==> config.mk <==
export PLATFORM = sky130hd
export DESIGN_NAME = rcell
export DESIGN_NICKNAME = d
export VERILOG_FILES = /design/src/rtl/rcell_pkg.sv /design/src/rtl/rcell_cfg_reg.sv /design/src/rtl/rcell_opnd.sv /design/src/rtl/rcell_alu.sv /design/src/rtl/rcell.sv
export SDC_FILE = /design/constraint.sdc
export NUM_CORES = 1
export LEC_CHECK = 0
export CAP_MARGIN = 15
export CORE_UTILIZATION = 35
export DETAILED_ROUTE_END_ITERATION = 10
export DONT_BUFFER_PORTS = 1
export GPL_TIMING_DRIVEN = 0
export MAX_ROUTING_LAYER = met4
export PLACE_DENSITY = 0.59
export SYNTH_ARGS = -nofsm -noshare
export SYNTH_HDL_FRONTEND = slang
export SYNTH_SLANG_ARGS = --single-unit
==> constraint.sdc <==
create_clock -name clk -period 14.61 [get_ports clk]
set_clock_uncertainty 0.05 [all_clocks]
set_input_delay 2.922 -clock clk [delete_from_list [all_inputs] [get_ports clk]]
set_output_delay 2.922 -clock clk [all_outputs]
set_load 0.05 [all_outputs]
==> src/rtl/rcell_pkg.sv <==
package rcell_pkg;

    localparam int DW      = 16;
    localparam int SEL_W   = 3;
    localparam int OP_W    = 3;
    localparam int NBR_N   = 5;
    localparam int SPARE_W = 4;
    localparam int FLAG_N  = 4;
    localparam int CFG_W   = SPARE_W + DW + FLAG_N + OP_W + 2 * SEL_W;

    typedef enum logic [SEL_W-1:0] {
        SRC_N     = 3'd0,
        SRC_NE    = 3'd1,
        SRC_NW    = 3'd2,
        SRC_W     = 3'd3,
        SRC_S     = 3'd4,
        SRC_CONST = 3'd5,
        SRC_FB    = 3'd6,
        SRC_ZERO  = 3'd7
    } src_e;

    typedef enum logic [OP_W-1:0] {
        OP_ADD = 3'd0,
        OP_SUB = 3'd1,
        OP_MUL = 3'd2,
        OP_AND = 3'd3,
        OP_OR  = 3'd4,
        OP_NOT = 3'd5,
        OP_NOR = 3'd6,
        OP_NIL = 3'd7
    } op_e;

    // MSB first: spare, constant, feedback tap, result reg, B reg, A reg, opcode, sel B, sel A
    typedef struct packed {
        logic [SPARE_W-1:0] spare;
        logic [DW-1:0]      konst;
        logic               fb_reg;
        logic               reg_o;
        logic               reg_b;
        logic               reg_a;
        op_e                op;
        src_e               sel_b;
        src_e               sel_a;
    } cfg_t;

    typedef logic [NBR_N-1:0][DW-1:0] nbr_t;

    function automatic logic [DW-1:0] alu_eval(op_e op, logic [DW-1:0] a, logic [DW-1:0] b);
        logic [2*DW-1:0] prod;
        logic [DW-1:0]   y;
        prod = {{DW{1'b0}}, a} * {{DW{1'b0}}, b};
        case (op)
            OP_ADD:  y = a + b;
            OP_SUB:  y = a - b;
            OP_MUL:  y = prod[DW-1:0];
            OP_AND:  y = a & b;
            OP_OR:   y = a | b;
            OP_NOT:  y = ~a;
            OP_NOR:  y = ~(a | b);
            default: y = '0;
        endcase
        return y;
    endfunction

    function automatic logic [DW-1:0] pick_src(src_e sel, nbr_t nbr, logic [DW-1:0] konst,
                                               logic [DW-1:0] fb);
        logic [DW-1:0] v;
        case (sel)
            SRC_N:     v = nbr[0];
            SRC_NE:    v = nbr[1];
            SRC_NW:    v = nbr[2];
            SRC_W:     v = nbr[3];
            SRC_S:     v = nbr[4];
            SRC_CONST: v = konst;
            SRC_FB:    v = fb;
            default:   v = '0;
        endcase
        return v;
    endfunction

endpackage

==> src/rtl/rcell_cfg_reg.sv <==
module rcell_cfg_reg
    import rcell_pkg::*;
(
    input  logic             clk,
    input  logic             rst,
    input  logic             load,
    input  logic [CFG_W-1:0] word_in,
    output cfg_t             cfg_q
);

    always_ff @(posedge clk) begin
        if (rst) begin
            cfg_q <= '0;
        end else if (load) begin
            cfg_q <= cfg_t'(word_in);
        end
    end

endmodule

==> src/rtl/rcell_opnd.sv <==
module rcell_opnd
    import rcell_pkg::*;
(
    input  logic          clk,
    input  logic          rst,
    input  src_e          sel,
    input  logic          reg_en,
    input  logic          fb_reg,
    input  nbr_t          nbr,
    input  logic [DW-1:0] konst,
    input  logic [DW-1:0] fb_live,
    input  logic [DW-1:0] fb_hold,
    output logic [DW-1:0] opnd
);

    logic [DW-1:0] to_reg;
    logic [DW-1:0] direct;
    logic [DW-1:0] held;

    // Register path may see the live result; the direct path only ever sees the held one.
    always_comb begin
        to_reg = pick_src(sel, nbr, konst, fb_reg ? fb_hold : fb_live);
        direct = pick_src(sel, nbr, konst, fb_hold);
    end

    always_ff @(posedge clk) begin
        if (rst) begin
            held <= '0;
        end else begin
            held <= to_reg;
        end
    end

    assign opnd = reg_en ? held : direct;

endmodule

==> src/rtl/rcell_alu.sv <==
module rcell_alu
    import rcell_pkg::*;
(
    input  op_e           op,
    input  logic [DW-1:0] a,
    input  logic [DW-1:0] b,
    output logic [DW-1:0] y
);

    always_comb begin
        y = alu_eval(op, a, b);
    end

endmodule

==> src/rtl/rcell.sv <==
module rcell
    import rcell_pkg::*;
(
    input  logic             clk,
    input  logic             rst,
    input  logic             ctx_switch,
    input  logic [CFG_W-1:0] ctx_word,
    input  logic [DW-1:0]    nb_n,
    input  logic [DW-1:0]    nb_ne,
    input  logic [DW-1:0]    nb_nw,
    input  logic [DW-1:0]    nb_w,
    input  logic [DW-1:0]    nb_s,
    output logic [DW-1:0]    cell_out
);

    localparam int OPND_N = 2;

    cfg_t          cfg;
    nbr_t          nbr;
    logic [DW-1:0] alu_y;
    logic [DW-1:0] out_q;
    logic [DW-1:0] opnd_use [OPND_N];
    logic          unused_spare;

    assign nbr          = {nb_s, nb_w, nb_nw, nb_ne, nb_n};
    assign unused_spare = ^cfg.spare;

    rcell_cfg_reg u_cfg (
        .clk     (clk),
        .rst     (rst),
        .load    (ctx_switch),
        .word_in (ctx_word),
        .cfg_q   (cfg)
    );

    for (genvar g = 0; g < OPND_N; g++) begin : g_opnd
        src_e sel_g;
        logic reg_g;
        assign sel_g = (g == 0) ? cfg.sel_a : cfg.sel_b;
        assign reg_g = (g == 0) ? cfg.reg_a : cfg.reg_b;

        rcell_opnd u_opnd (
            .clk     (clk),
            .rst     (rst),
            .sel     (sel_g),
            .reg_en  (reg_g),
            .fb_reg  (cfg.fb_reg),
            .nbr     (nbr),
            .konst   (cfg.konst),
            .fb_live (alu_y),
            .fb_hold (out_q),
            .opnd    (opnd_use[g])
        );
    end

    rcell_alu u_alu (
        .op (cfg.op),
        .a  (opnd_use[0]),
        .b  (opnd_use[1]),
        .y  (alu_y)
    );

    always_ff @(posedge clk) begin
        if (rst) begin
            out_q <= '0;
        end else begin
            out_q <= alu_y;
        end
    end

    assign cell_out = cfg.reg_o ? out_q : alu_y;

endmodule

==> results of run 1 <==
## state kept, by name, summed over array words and instances, names as in the netlist
| signal | count |
|---|---|
| g_opnd.u_opnd.held | 32 |
| u_cfg.cfg_q | 29 |
| out_q | 16 |
## worst max path at each step
stage,to,slack [ns]
after floorplan,cell_out[15],2.18
after global placement,cell_out[15],0.72
after detailed placement,cell_out[15],0.71
after CTS,cell_out[15],0.70
after global routing,cell_out[15],0.39
final,cell_out[15],0.63
## cells by family (layout without fill, tap and decap cells)
kind of cell               count (synthesis)  count (layout)  share of synthesized area
AOI/OAI and AO/OA                        300             300                      0.191
xor gates and xnor gates                  62              62                     0.0511
muxes                                    120             120                      0.123
adders and majority gates                148             148                      0.226
and+or+nand+nor                          417             417                      0.174
DFF                                       77              77                      0.142
buffers and inverters                    234             255                     0.0926
## area by class of cell
type	instances	area [sq um]	share of cell area
multi-input combinational	1047	8340	0.712
inverter	150	563	0.0481
sequential	77	1540	0.132
timing repair buffer	5	36.3	0.00310
clock buffer	10	239	0.0204
clock inverter	6	51.3	0.00438
buffer	84	445	0.0380
tap	396	495	0.0423
## worst max-delay path, cell delays in order
cell      delay [ns]
mux2_2          0.24
nand2_1         0.07
o221ai_1        0.24
a221oi_1        0.83
clkbuf_1        0.56
inv_1           0.30
nand2_1         0.17
fa_1            0.44
fa_1            0.50
inv_1           0.05
fa_1            0.48
fa_1            0.54
inv_1           0.05
fa_1            0.46
fa_1            0.42
xor2_1          0.17
xnor2_1         0.19
xnor2_1         0.11
xnor2_1         0.24
xnor2_1         0.17
xnor2_1         0.15
xnor3_1         0.25
xnor2_1         0.18
a21oi_2         0.31
nor3_1          0.08
a21oi_1         0.89
## where the power goes
part	total (mW)	internal, mW	switching [mW]
Sequential	0.265	0.240	0.0252
Clock	0.228	0.123	0.105
Combinational	2.10	0.819	1.28
## synthesized netlist by cell type, types with 17 or more instances
cell type,n
buf_2,17
nand3_1,19
mux2_2,37
xnor2_1,50
clkbuf_1,41
a22oi_1,17
ha_1,67
inv_1,142
nor2_1,159
nand2_1,126
fa_1,81
dfxtp_1,77
nor2b_1,29
o21ai_0,61
mux2i_1,73
a21oi_1,59
## per-layer routing
metal  track usage  wire length (um)
met5             -                 0
met4         0.130              1980
met3        0.0586              3570
met2         0.447             19300
met1         0.323             17000
==> results.cfg, run 1 <==
[clock_network]
cts_buffers = 9
clock_path_buffers = 2
cts_resized = 0
insertion_delay_ns = 0.36
numClockSinks = 77
cts-root-buf = clkbuf_16
post_cts_buffers = 0
cts_tree = done
h-tree-depth = 3
cts.clk_slew.worst_paths_ns = 0.07
ctsHoldBuffers = 0

[routing]
routed_wl_um = 41900
viasPerCell = 5.76
routedWlPerCell_um = 23.6
vias = 10200
firstDrtPassIters = 6
drt_iter0_drc = 864
drtAntennaViolNets = 0
drc = 0

[timing]
worst_slew_pin_slew_ns = 1.15
max_freq_ghz = 0.0715
setup_viol = 0
setup_slack_ns = 0.631
period_share = 0.957
slew_violations = 0
finalSetupTns_ns = 0
period_minus_slack_ns = 13.98
whs_ns = 0.488
slew_headroom = 0.237
hold_violations = 0
rsz0062_at_grt = no

[floorplanning]
die_h_um = 178
core_sq_um = 30600
io_pins = 132
die_area_sq_um = 31800
rows = 64
start_util = 0.356
fp.dieW_um = 178

[worst_setup_path]
crit_type = in2out
cp-start-kind = input port
reg2reg_to = g_opnd[0].u_opnd.held[13]$_SDFF_PP0_
worstSetupEndpointType = output port
r2r_setup_slack_ns = 5.62
startpoint = nb_s[5]
reg2reg_depth = 32
cp.required_ns = 11.64
cp_max_fo = 10
reg2reg_from = u_cfg.cfg_q[3]$_SDFFE_PP0P_
arrival_ns = 11.01

[layout]
drive_above_1_share = 0.100
instances_no_fill = 1775
num-nets-final = 1638
antenna_cells = 0
n_fill_cell = 3219
final_common_cell = nor2_1
utilization = 0.383
design_area_sq_um = 11700
syn_to_final_growth_pct = 7.55
layout_common_cells = nor2_1, inv_1, nand2_1

[min_path]
holdCritStartpoint = u_cfg.cfg_q[24]$_SDFFE_PP0P_
hold_path.class = reg2reg
hold_end = u_cfg.cfg_q[24]$_SDFFE_PP0P_
holdPathStages = 2

[placement]
placedInstanceArea_sq_um = 11400
place.gp.congestion = 1.03
dp_slack_ns = 0.705
port_buffers = 0
dp_cells = 1759
dp_hpwl_um = 34000

[synthesis]
syn_avg_cell_area_sq_um = 8.02
seq_area_frac_synth = 0.142
postSynth.asyncResetShare = 0
syn_nets = 1622
synth_area_sq_um = 10900
yosys_warnings = 0
synth_cell_types = 82
synth_edf_count = 0
yosysTopAreaCell = fa_1
netlist.area_leader.share = 0.149
synth-seq-cells = 77
ys.flop_type = dfxtp_1
synthTopCellsByArea = fa_1, dfxtp_1, ha_1
netlist_instances = 1358

[outcome]
status = finished clean

[grt]
gr-total-overflow = 0
antenna_found_initial = 0
grt_pass1_vias = 10400
grt_max_degree = 16
grtUsageTotal = 0.275
grt_pass1_wl_um = 62600

[job]
max-cap-violations = 0

[pwr]
ir_drop_mv = 0.241
finalPower_mw = 2.59
leakage_nw = 4.87
power.density_nw_per_um2 = 222
(Power assumes the default switching activity.)
==> run 2: changes to the inputs <==
- CORE_UTILIZATION: 35 -> 45
- PLACE_DENSITY: 0.59 -> 0.7
==> run 2 against run 1 <==
  * Core utilization grew 11 points
  * Combinational power shrank 2%
  * Worst hold slack lost 0.011 ns
  * Cell count shrank 4.5%
  * Register-to-register slack gained 0.08 ns
  * Sequential share of layout area grew 0.11 points
  * Sequential power is essentially flat
  * Critical endpoint unchanged
  * Fmax shrank 1.6%
  * Flip-flop and latch count is the same
  * First-iteration DRC count grew 24%
  * Worst setup slack lost 0.23 ns
  * Largest cell class unchanged
==> results.cfg, run 2 (synthesized netlist as in run 1, its figures left out) <==
[pwr]
ir_drop_mv = 0.416
power.density_nw_per_um2 = 220
intPower_mw = 1.17
pwr-share-seq = 0.103
power_frac_clock = 0.091
combPwrFrac = 0.806
leakage_nw = 4.87
p_sw_mw = 1.38
swShare = 0.540

[timing]
slew_violations = 0
setup_viol = 0
worst_slew_pin_slew_ns = 1.17
rsz0062_at_grt = no
period_share = 0.972
hold_violations = 0
finalSetupTns_ns = 0
whs_ns = 0.476
slew_headroom = 0.195
period_minus_slack_ns = 14.21
max_freq_ghz = 0.0704

[routing]
firstDrtPassIters = 6
viasPerCell = 6.23
routed_wl_um = 40800
drt_iter0_drc = 1069
vias = 10600
drc = 0
drtAntennaViolNets = 0
routedWlPerCell_um = 24.1

[placement]
place.gp.congestion = 1.03
dp_hpwl_um = 32300
port_buffers = 0

[clock_network]
cts.clk_slew.worst_paths_ns = 0.07
clock_path_buffers = 2
insertion_delay_ns = 0.35
cts_tree = done
h-tree-depth = 3
post_cts_buffers = 0
cts_resized = 0
numClockSinks = 77
ctsHoldBuffers = 0
cts_buffers = 9
cts-root-buf = clkbuf_16

[worst_setup_path]
reg2reg_from = u_cfg.cfg_q[3]$_SDFFE_PP0P_
crit_type = in2out
max_stage_delay_ns = 0.95
startpoint = nb_s[5]
cp-start-kind = input port
reg2reg_depth = 28
cp_max_fo = 10
worstSetupEndpointType = output port
slowest_stage = a21oi_1
cp.required_ns = 11.64
arrival_ns = 11.24

[floorplanning]
die_h_um = 158
io_pins = 132
start_util = 0.461
rows = 56
core_sq_um = 23600
die_area_sq_um = 24800
fp.dieW_um = 158

[layout]
num-nets-final = 1636
layout_common_cells = nor2_1, inv_1, nand2_1
antenna_cells = 0
final_common_cell = nor2_1
largest_reg_flops = 32
reg_top3 = g_opnd.u_opnd.held: 32 flops, u_cfg.cfg_q: 29 flops, out_q: 16 flops
syn_to_final_growth_pct = 6.64
top_register = g_opnd.u_opnd.held
n_fill_cell = 2338
drive_above_1_share = 0.0988

[grt]
antenna_found_initial = 0
grt_max_degree = 18
grt_pass1_vias = 10400
grt_pass1_wl_um = 61500
gr-total-overflow = 0
grtUsageTotal = 0.345

[min_path]
holdCritStartpoint = u_cfg.cfg_q[18]$_SDFFE_PP0P_
hold_path.class = reg2reg
holdPathStages = 2

[outcome]
status = finished clean

[job]
max-cap-violations = 0
[run 2: changes by cell type in the layout (fill, tap and decap cells not counted), sizes merged]
cell      delta
inv          +1
buf          -2
clkinvlp     -1
clkbuf       -1
clkinv       +1
[run 2: layer usage]
| layer | global-route usage | vias up | share of wire |
|---|---|---|---|
| met4 | 0.180 | 0 | 0.058 |
| met5 | - | - | 0 |
| met2 | 0.547 | 677 | 0.45 |
| met3 | 0.0699 | 153 | 0.11 |
| met1 | 0.413 | 5055 | 0.39 |
| li1 | - | 4689 | - |
[run 2: path summary, 6_finish.rpt]
path / to / slack (ns)
setup / recovery: cell_out[15] / 0.40
hold reg to reg: u_cfg.cfg_q[18]$_SDFFE_PP0P_ / 0.48
hold / removal: u_cfg.cfg_q[18]$_SDFFE_PP0P_ / 0.48
setup reg to reg: out_q[15]$_SDFF_PP0_ / 5.70
[run 2: critical path, delay by kind of cell]
kind,cells,cell delay [ns]
AOI/OAI and AO/OA,4,2.29
xor gates and xnor gates,8,1.57
adders and majority gates,6,2.88
buffers and inverters,4,0.99
muxes,1,0.25
and+or+nand+nor,3,0.30
[run 2: per-stage QoR]
step                utilization  setup slack [ns]  cell area, sq um  std cells  power [mW]
floorplan                     -              2.18             10900       1358        1.79
global placement          0.478             0.677             11300       1677        2.25
detailed placement        0.479             0.671             11300       1680        2.29
CTS                       0.492             0.632             11600       1696        2.54
global route              0.492             0.431             11600       1696        2.77
finish                    0.492             0.403             11600       1696        2.55
[run 2: power groups by stage]
stage / sequential, mW / combinational (mW) / clock, mW
6_report: 0.263 / 2.06 / 0.233
5_1_grt: 0.266 / 2.27 / 0.239
4_1_cts: 0.262 / 2.04 / 0.233
3_5_place_dp: 0.267 / 2.02 / 0
3_3_place_gp: 0.266 / 1.98 / 0
2_1_floorplan: 0.258 / 1.53 / 0
[run 2: final cells by class]
type,instances,area [sq um],share of cell area
sequential,77,1540,0.133
buffer,84,445,0.0384
inverter,150,563,0.0485
timing repair buffer,3,22.5,0.00194
clock inverter,7,76.3,0.00657
clock buffer,9,225,0.0194
tap,319,399,0.0344
multi-input combinational,1047,8340,0.718
==> run 3: changes to the inputs <==
- GPL_TIMING_DRIVEN: 0 -> default
==> run 3 against run 2 <==
  * Cell count decreased by 3.6%
  * Clock-buffer cell count unchanged
  * Register-to-register slack improved by 0.35 ns
  * Global-route usage decreased by 4.6 points
  * Flip-flop and latch count unchanged
  * Fmax increased by 7.0%
  * Critical path type unchanged
  * Highest routed layer unchanged
==> results.cfg, run 3 (synthesized netlist as in run 1, its figures left out) <==
[clock_network]
clock_path_buffers = 2
cts_tree = done
insertion_delay_ns = 0.35
numClockSinks = 77
h-tree-depth = 3
cts_resized = 0
cts.clk_slew.worst_paths_ns = 0.08
ctsHoldBuffers = 0
post_cts_buffers = 0
cts-root-buf = clkbuf_16
cts_buffers = 9

[layout]
design_area_sq_um = 11300
num-nets-final = 1575
final_common_cell = nor2_1
largest_reg_flops = 32
drive_above_1_share = 0.0950
layout_common_cells = nor2_1, inv_1, nand2_1
antenna_cells = 0
syn_to_final_growth_pct = 4.15
reg_top3 = g_opnd.u_opnd.held: 32 flops, u_cfg.cfg_q: 29 flops, out_q: 16 flops
top_register = g_opnd.u_opnd.held

[worst_setup_path]
worstSetupEndpointType = output port
crit_type = in2out
cp.required_ns = 11.64
reg2reg_from = u_cfg.cfg_q[0]$_SDFFE_PP0P_
crit_path_frequent_cell = fa_1
r2r_setup_slack_ns = 6.05
reg2reg_to = g_opnd[0].u_opnd.held[13]$_SDFF_PP0_
slowest_stage = a222oi_1
reg2reg_depth = 29
cp-start-kind = input port
cp_max_fo = 10
max_stage_delay_ns = 0.66
arrival_ns = 10.31

[timing]
worst_slew_pin_slew_ns = 1.21
hold_violations = 0
rsz0062_at_grt = no
setup_slack_ns = 1.33
period_share = 0.909
slew_headroom = 0.171
max_freq_ghz = 0.0753
setup_viol = 0
slew_violations = 0
period_minus_slack_ns = 13.28
finalSetupTns_ns = 0

[pwr]
ir_drop_mv = 0.423
leakage_nw = 4.75
power.density_nw_per_um2 = 226

[placement]
dp_hpwl_um = 26800
port_buffers = 0
placedInstanceArea_sq_um = 11000
place.gp.congestion = 1.02
dp_slack_ns = 1.52

[grt]
grt_pass1_vias = 9684
grtUsageTotal = 0.299
gr-total-overflow = 0
grt_pass1_wl_um = 55100
antenna_found_initial = 0
grt_max_degree = 50

[routing]
routed_wl_um = 35200
drtAntennaViolNets = 0
routedWlPerCell_um = 21.5
vias = 10100
drt_iter0_drc = 1341
firstDrtPassIters = 5
viasPerCell = 6.17
drc = 0

[floorplanning]
fp.dieW_um = 158
die_h_um = 158
die_area_sq_um = 24800
start_util = 0.461
io_pins = 132
core_sq_um = 23600
rows = 56

[job]
max-cap-violations = 0

[min_path]
holdPathStages = 2
hold_end = u_cfg.cfg_q[3]$_SDFFE_PP0P_
holdCritStartpoint = u_cfg.cfg_q[3]$_SDFFE_PP0P_
hold_path.class = reg2reg

[outcome]
status = finished clean
run 3: power by group:
part	switching (mW)	total [mW]	internal (mW)	leakage, nW
logic	1.25	2.07	0.817	3.96
registers	0.0261	0.266	0.240	0.640
clock network	0.109	0.230	0.122	0.145
run 3: critical path, delay by kind of cell:
kind	cells	cell delay (ns)
mux	2	0.70
xor+xnor	1	0.24
compound gates	7	2.28
buf+inv	5	0.51
fa+ha+maj	7	3.04
simple gates	3	0.61
run 3: worst max-delay path by stage:
stage | from | to | slack, ns | depth (start not counted)
after floorplan | nb_s[5] | cell_out[15] | 2.18 | 26
after global placement | nb_nw[1] | cell_out[13] | 1.58 | 25
after detailed placement | nb_s[4] | cell_out[13] | 1.52 | 27
after CTS | nb_nw[1] | cell_out[13] | 1.48 | 25
after global routing | nb_nw[1] | cell_out[13] | 1.09 | 25
final | nb_nw[1] | cell_out[13] | 1.33 | 25
run 3: cell type report:
class                   instances  area [sq um]
fillers                      2333         12300
well taps                     319           399
clock inverters                 7          75.1
clock buffers                   9           225
multi-input cells            1047          8340
repair buffers                 26           195
flip-flops and latches         77          1540
inverters                     150           563
run 3: layer usage:
layer | global-route usage | up-vias | part of all wire
met4 | 0.112 | 0 | 0.040
li1 | - | 4560 | -
met3 | 0.0570 | 96 | 0.10
met1 | 0.380 | 4874 | 0.40
met2 | 0.471 | 558 | 0.46
met5 | - | - | 0
run 3: metrics by stage:
step,power (mW),utilization,hold slack [ns],instances
3_3_place_gp,2.26,0.468,0.426,1619
5_1_grt,2.80,0.480,0.485,1635
4_1_cts,2.54,0.480,0.460,1635
3_5_place_dp,2.30,0.468,0.443,1619
6_report,2.56,0.480,0.457,1635
2_1_floorplan,1.79,-,0.422,1358
